==> src/rtl/mdrop_pkg.sv <==
package mdrop_pkg;
  parameter int unsigned BYTE_W = 8;
  typedef logic [BYTE_W-1:0] byte_t;
endpackage

==> src/rtl/mdrop_ring.sv <==
module mdrop_ring
  import mdrop_pkg::*;
#(
  parameter int unsigned SLOTS = 16
) (
  input  logic                         clk,
  input  logic                         rst_n,
  input  logic                         push,
  input  byte_t                        push_data,
  input  logic                         pop,
  output byte_t                        head_data,
  output logic                         full,
  output logic                         empty,
  output logic [$clog2(SLOTS+1)-1:0]   count
);
  localparam int unsigned PW  = (SLOTS > 2) ? $clog2(SLOTS) : 1;
  localparam int unsigned CW  = $clog2(SLOTS+1);
  localparam int unsigned CAP = SLOTS - 1;

  byte_t          mem [SLOTS];
  logic [PW-1:0]  head, tail;
  logic           do_push, do_pop;

  function automatic logic [PW-1:0] step(input logic [PW-1:0] p);
    return (p == PW'(SLOTS-1)) ? '0 : p + PW'(1);
  endfunction

  assign full      = (step(tail) == head);
  assign empty     = (head == tail);
  assign do_push   = push && !full;
  assign do_pop    = pop && !empty;
  assign head_data = mem[head];
  assign count     = (tail >= head) ? CW'(tail - head)
                                    : CW'(CW'(tail) + CW'(SLOTS) - CW'(head));

  always_ff @(posedge clk) begin
    if (!rst_n) begin
      head <= '0;
      tail <= '0;
    end else begin
      if (do_push) tail <= step(tail);
      if (do_pop)  head <= step(head);
    end
  end

  always_ff @(posedge clk) begin
    if (do_push) mem[tail] <= push_data;
  end


  no_overflow_chk: assert property (@(posedge clk) disable iff (!rst_n)
    count <= CW'(CAP));


  push_step_chk: assert property (@(posedge clk) disable iff (!rst_n)
    (do_push && !do_pop) |=> (count == $past(count) + CW'(1)));


  pop_step_chk: assert property (@(posedge clk) disable iff (!rst_n)
    (do_pop && !do_push) |=> (count == $past(count) - CW'(1)));
endmodule

==> src/rtl/mdrop_rx_filter.sv <==
module mdrop_rx_filter
  import mdrop_pkg::*;
#(
  parameter int unsigned CW = 5
) (
  input  logic          clk,
  input  logic          rst_n,
  input  logic          chr_valid,
  input  logic          chr_is_addr,
  input  byte_t         chr_data,
  input  byte_t         node_addr,
  input  logic          ring_full,
  input  logic          pop_fire,
  input  logic [CW-1:0] ring_count,
  output logic          store,
  output logic          sleep_set,
  output logic          overflow,
  output logic          empty_flag
);
  logic addr_seen, data_seen;

  assign addr_seen = chr_valid && chr_is_addr;
  assign data_seen = chr_valid && !chr_is_addr;
  assign store     = data_seen && !ring_full;

  always_ff @(posedge clk) begin
    if (!rst_n) begin
      sleep_set  <= 1'b0;
      overflow   <= 1'b0;
      empty_flag <= 1'b1;
    end else begin
      sleep_set <= addr_seen && (chr_data != node_addr);
      if (data_seen && ring_full) overflow <= 1'b1;
      if (store)
        empty_flag <= 1'b0;
      else if (pop_fire && ring_count == CW'(1))
        empty_flag <= 1'b1;
    end
  end


  match_awake_chk: assert property (@(posedge clk) disable iff (!rst_n)
    (addr_seen && chr_data == node_addr) |=> !sleep_set);


  mismatch_sleep_chk: assert property (@(posedge clk) disable iff (!rst_n)
    (addr_seen && chr_data != node_addr) |=> sleep_set);


  store_clears_empty_chk: assert property (@(posedge clk) disable iff (!rst_n)
    store |=> !empty_flag);


  overflow_sticky_chk: assert property (@(posedge clk) disable iff (!rst_n)
    overflow |=> overflow);
endmodule

==> src/rtl/mdrop_tx_drain.sv <==
module mdrop_tx_drain
  import mdrop_pkg::*;
#(
  parameter int unsigned CW = 5
) (
  input  logic          clk,
  input  logic          rst_n,
  input  logic          send_cmd,
  input  byte_t         target_addr,
  input  logic          push_fire,
  input  logic          pop_fire,
  input  logic [CW-1:0] ring_count,
  output logic          drain_en,
  output logic          addr_valid,
  output byte_t         addr_data,
  output logic          empty_flag
);
  logic last_out;

  assign last_out = pop_fire && (ring_count == CW'(1)) && !push_fire;

  always_ff @(posedge clk) begin
    if (!rst_n) begin
      drain_en   <= 1'b0;
      addr_valid <= 1'b0;
      addr_data  <= '0;
      empty_flag <= 1'b1;
    end else begin
      addr_valid <= send_cmd;
      if (send_cmd) addr_data <= target_addr;
      if (send_cmd)
        drain_en <= 1'b1;
      else if (last_out)
        drain_en <= 1'b0;
      if (push_fire)
        empty_flag <= 1'b0;
      else if (last_out)
        empty_flag <= 1'b1;
    end
  end


  send_addr_chk: assert property (@(posedge clk) disable iff (!rst_n)
    send_cmd |=> (addr_valid && addr_data == $past(target_addr) && drain_en));


  drain_stop_chk: assert property (@(posedge clk) disable iff (!rst_n)
    (last_out && !send_cmd) |=> (!drain_en && empty_flag));


  push_clears_empty_chk: assert property (@(posedge clk) disable iff (!rst_n)
    push_fire |=> !empty_flag);
endmodule

==> src/rtl/mdrop_ring_ctrl.sv <==
module mdrop_ring_ctrl
  import mdrop_pkg::*;
#(
  parameter int unsigned SLOTS = 16
) (
  input  logic  clk,
  input  logic  rst_n,
  input  byte_t node_addr,
  input  logic  rxc_valid,
  output logic  rxc_ready,
  input  logic  rxc_is_addr,
  input  byte_t rxc_data,
  output logic  rx_sleep_set,
  output logic  rx_empty,
  output logic  rx_overflow,
  output logic  rxp_valid,
  input  logic  rxp_ready,
  output byte_t rxp_data,
  input  logic  txp_valid,
  output logic  txp_ready,
  input  byte_t txp_data,
  input  logic  send_cmd,
  input  byte_t target_addr,
  output logic  txa_valid,
  output byte_t txa_data,
  output logic  txd_valid,
  input  logic  txd_ready,
  output byte_t txd_data,
  output logic  tx_empty
);
  localparam int unsigned CW = $clog2(SLOTS+1);

  logic          rx_store, rx_full, rx_ring_empty, rx_pop_fire;
  logic [CW-1:0] rx_count;
  logic          tx_full, tx_ring_empty, tx_push_fire, tx_pop_fire, drain_en;
  logic [CW-1:0] tx_count;

  assign rxc_ready    = 1'b1;
  assign rxp_valid    = !rx_ring_empty;
  assign rx_pop_fire  = rxp_valid && rxp_ready;
  assign txp_ready    = !tx_full;
  assign tx_push_fire = txp_valid && txp_ready;
  assign txd_valid    = drain_en && !tx_ring_empty;
  assign tx_pop_fire  = txd_valid && txd_ready;

  mdrop_ring #(.SLOTS(SLOTS)) u_rx_ring (
    .clk(clk), .rst_n(rst_n),
    .push(rx_store), .push_data(rxc_data),
    .pop(rx_pop_fire), .head_data(rxp_data),
    .full(rx_full), .empty(rx_ring_empty), .count(rx_count)
  );

  mdrop_rx_filter #(.CW(CW)) u_rx_filter (
    .clk(clk), .rst_n(rst_n),
    .chr_valid(rxc_valid), .chr_is_addr(rxc_is_addr), .chr_data(rxc_data),
    .node_addr(node_addr), .ring_full(rx_full),
    .pop_fire(rx_pop_fire), .ring_count(rx_count),
    .store(rx_store), .sleep_set(rx_sleep_set),
    .overflow(rx_overflow), .empty_flag(rx_empty)
  );

  mdrop_ring #(.SLOTS(SLOTS)) u_tx_ring (
    .clk(clk), .rst_n(rst_n),
    .push(tx_push_fire), .push_data(txp_data),
    .pop(tx_pop_fire), .head_data(txd_data),
    .full(tx_full), .empty(tx_ring_empty), .count(tx_count)
  );

  mdrop_tx_drain #(.CW(CW)) u_tx_drain (
    .clk(clk), .rst_n(rst_n),
    .send_cmd(send_cmd), .target_addr(target_addr),
    .push_fire(tx_push_fire), .pop_fire(tx_pop_fire), .ring_count(tx_count),
    .drain_en(drain_en), .addr_valid(txa_valid), .addr_data(txa_data),
    .empty_flag(tx_empty)
  );


  always_comb rxc_ready_chk: assert (rxc_ready);
endmodule

==> config.mk <==
export PLATFORM = sky130hd
export DESIGN_NAME = mdrop_ring_ctrl
export DESIGN_NICKNAME = d
export VERILOG_FILES = /design/src/rtl/mdrop_pkg.sv /design/src/rtl/mdrop_ring.sv /design/src/rtl/mdrop_rx_filter.sv /design/src/rtl/mdrop_tx_drain.sv /design/src/rtl/mdrop_ring_ctrl.sv
export SDC_FILE = /design/constraint.sdc
export NUM_CORES = 1
export LEC_CHECK = 0
export ABC_AREA = 1
export BUFFER_PORTS_ARGS = -buffer_cell sky130_fd_sc_hd__buf_4
export CAP_MARGIN = 20
export CORE_UTILIZATION = 40
export DETAILED_ROUTE_END_ITERATION = 12
export GPL_TIMING_DRIVEN = 1
export SETUP_SLACK_MARGIN = 0.15
export SLEW_MARGIN = 40
export SYNTH_ARGS = -nofsm -noshare
export SYNTH_HDL_FRONTEND = slang
export SYNTH_SLANG_ARGS = --single-unit
==> constraint.sdc <==
create_clock -name clk -period 3.54 [get_ports clk]
set_clock_uncertainty 0.15 [all_clocks]
set_input_delay 1.062 -clock clk [delete_from_list [all_inputs] [get_ports clk]]
set_output_delay 1.062 -clock clk [all_outputs]
set_load 0.005 [all_outputs]
==> metrics.md <==
| Metric | Value |
|---|---|
| Status | `completed` |
| First-pass GRT wire length | `43.21 mm` |
| TritonCTS Buffers | `31` |
| Netlist cell types | `36` |
| Layout Nets | `1,203` |
| Share of the synthesized area in the top cell type | `63.00%` |
| CP max-delay cell | `dfxtp_2` |
| Synth area leaders | `edfxtp_1 (63%), nor2_1 (6.5%), o21ai_0 (6.3%), dfxtp_1 (6.2%), nand2_1 (2.7%)` |
| Final core occ | `48.61%` |
| Max clock buf depth | `3` |
| Final period utilization | `92.92%` |
| GR Overflow Total | `0` |
| Max Cap Violations | `0` |
| Initial DRC count | `590` |
| Hold Fails Final Rpt | `0` |
| Vias in the first global route | `7,873` |
| RSZ-0062 raised after global routing | `no` |
| CTS sink count | `294` |
| # fillers | `2,640` |
| TNS Setup | `0 ns` |
| Final setup viols | `0` |
| Fraction of registers with async set/reset | `0%` |
| DR WL/cell | `17.93 um` |
| Min Tclk post-route | `3.289 ns` |
| Syn Area/Cell | `11.65 um^2` |
| Placer congestion estimate | `0.8179` |
| Final Slew Violations | `0` |
| Via-to-Cell Ratio | `5.185` |
| Startpoint Class | `flip-flop` |
| Die W | `176.7 um` |
| CTS H-tree lvls | `1` |
| Master cell of the clock root buffer | `clkbuf_16` |
| Critical path arrival | `2.08 ns` |
| Syn Nets | `1,107` |
| Row cnt | `63` |
| Mapped Area | `0.01220 mm^2` |
| WL final | `27.92 mm` |
| Ports | `73` |
| Vias post-DR | `8,073` |
| Area after DPL | `0.01336 mm^2` |
| Port Buf Inserts | `71` |
| Cell taking the most area after synthesis | `edfxtp_1` |
| Post-route design area | `0.01448 mm^2` |
| Min-Delay Path Class | `flip-flop to flip-flop` |
| Post-route DRC | `0` |
| Total power | `8537 uW` |
| Worst-path cell chain | `inv_1, ha_1, xor2_1, nor2_1, nand3_4, buf_4` |
| P&R area growth vs syn | `18.70%` |
| Required time worst endpoint | `2.33 ns` |
| # diodes | `0` |
| Post-Synthesis Cells | `1,047` |
| Die area | `0.03121 mm^2` |
| Post-DP HPWL | `17.69 mm` |
| Crit path max-delay family | `flip-flops` |
| Global Route Usage Sum | `17.93%` |
| Register bit total from synthesis | `294` |
| FMAX | `304.0 MHz` |
| Clock Pin Slew Worst Setup and Hold Paths | `0.06 ns` |
| Buffers & Inverters on Critical Path | `2` |
| Die Height | `176.7 um` |
| CP Max Fanout | `10` |
| Initial antenna violation count | `0` |
| Worst Setup End Kind | `output port` |
| Post-CTS Setup Inserts | `0` |
| Commonest non-fill, non-tap cell in the layout | `edfxtp_1` |
| PwrDens | `589.4 mW/mm^2` |
| TritonRoute pass-1 iters | `5` |
| Clock Latency Late Sink | `0.55 ns` |
| Max VDD drop | `0.4164 mV` |
| YS warnings | `0` |
| Share of layout cells above drive strength 1 | `16.45%` |
| Kind of critical path | `flip-flop to output port` |
| Routed Antenna Nets | `0` |
| Seq/Total Area, Yosys | `69.24%` |
| Core Box Area | `0.02980 mm^2` |
| CP peak stage delay | `0.38 ns` |
| Sequential cell area | `0.008458 mm^2` |
| Most frequent cells in the layout | `edfxtp_1 (256), nor2_1 (210), o21ai_0 (150)` |
| Multi-input logic area | `0.003353 mm^2` |
| CTS tree | `done` |
| Pleak | `0.005134 uW` |
| Primary FF master, synth | `edfxtp_1` |
| Initial Utilization | `40.95%` |
| EDFF count, synth | `256` |
| Largest net degree at the start of global routing | `65` |
logic make-up after synthesis:
logic type	synth area share, %
AND/OR/NAND/NOR	12.82
AO/OA/AOI/OAI	11.74
buffers and inverters	3.281
adder cells (fa/ha/maj)	2.174
flip-flops	69.24
other	0.03073
XOR/XNOR	0.7179
routing by layer:
metal  up-vias  part of all wire (%)  global-route usage [%]
li1       3958                     -                       -
met1      3842                    45                   24.63
met2       234                    48                   29.71
met3        39                   5.4                   2.341
met4         0                   2.2                   5.244
met5         -                     0                       0
stage by stage:
step                hold slack [ns]  std cells  setup WS (ns)
finish                       0.3133       1557         0.2508
CTS                          0.3097       1556         0.1742
detailed placement           0.2954       1499         0.6953
floorplan                    0.2966       1047         0.8820
global route                 0.3728       1557         0.1358
global placement             0.2985       1499         0.6801
sequential cells by signal, summed over array words and instances (netlist names), named ones only:
| register | flops |
|---|---|
| u_rx_ring.mem | 128 |
| u_tx_ring.mem | 128 |
| u_tx_drain.addr_data | 8 |
| u_rx_ring.head | 4 |
| u_rx_ring.tail | 4 |
| u_tx_ring.head | 4 |
| u_tx_ring.tail | 4 |
| u_rx_filter.empty_flag | 1 |
| u_rx_filter.overflow | 1 |
| u_rx_filter.sleep_set | 1 |
| u_tx_drain.addr_valid | 1 |
| u_tx_drain.drain_en | 1 |
| u_tx_drain.empty_flag | 1 |
cells in the mapped netlist, types with 3 or more instances:
cell and n:
clkbuf_1 34, inv_2 3, xor2_1 8, nand2_1 87, dfxtp_1 38, ha_1 18
a21oi_1 15, buf_2 9, nand3_1 38, nand4_1 5, o211ai_1 41, buf_1 7
o21ai_0 153, o221ai_1 23, edfxtp_1 256, inv_1 43, nand2_2 8, nor3_1 21
nor2_1 210, o22ai_1 10
area by class of cell:
type	instances	share of cell area (%)
clock buffer	37	5.857
clock inverter	20	1.443
inverter	48	1.296
multi-input combinational	653	23.15
sequential	294	58.40
tap	390	3.369
timing repair buffer	115	6.488
power by group:
part | leakage [uW] | switching [uW] | internal (uW)
Sequential | 0.00262 | 73.4 | 3880
Clock | 0.000525 | 1320 | 1990
Combinational | 0.00199 | 795 | 483
path summary, 6_finish.rpt:
kind,cells past startpoint,slack (ns),from,end
hold / removal,2,0.31,u_rx_filter.overflow$_SDFFE_PN0P_,u_rx_filter.overflow$_SDFFE_PN0P_
hold reg to reg,2,0.31,u_rx_filter.overflow$_SDFFE_PN0P_,u_rx_filter.overflow$_SDFFE_PN0P_
setup / recovery,6,0.25,u_tx_ring.tail[0]$_SDFFE_PN0P_,txp_ready
setup reg to reg,12,1.07,u_rx_ring.tail[1]$_SDFFE_PN0P_,u_rx_ring.mem[13][3]$_DFFE_PP_
worst min-delay path, cell delays in order, from the launching register on:
cell and delay (ns):
dfxtp_1 0.31, inv_1 0.05, a21oi_1 0.05
what timing repair did:
item / 4_1_cts / 5_1_grt
setup endpoints to repair: 10 / 17
gates cloned: 0 / 1
resized for setup: 7 / 14
pin swaps: 0 / 5
hold buffers: 0 / 0
No activity file was read; power rests on OpenSTA's default activity.
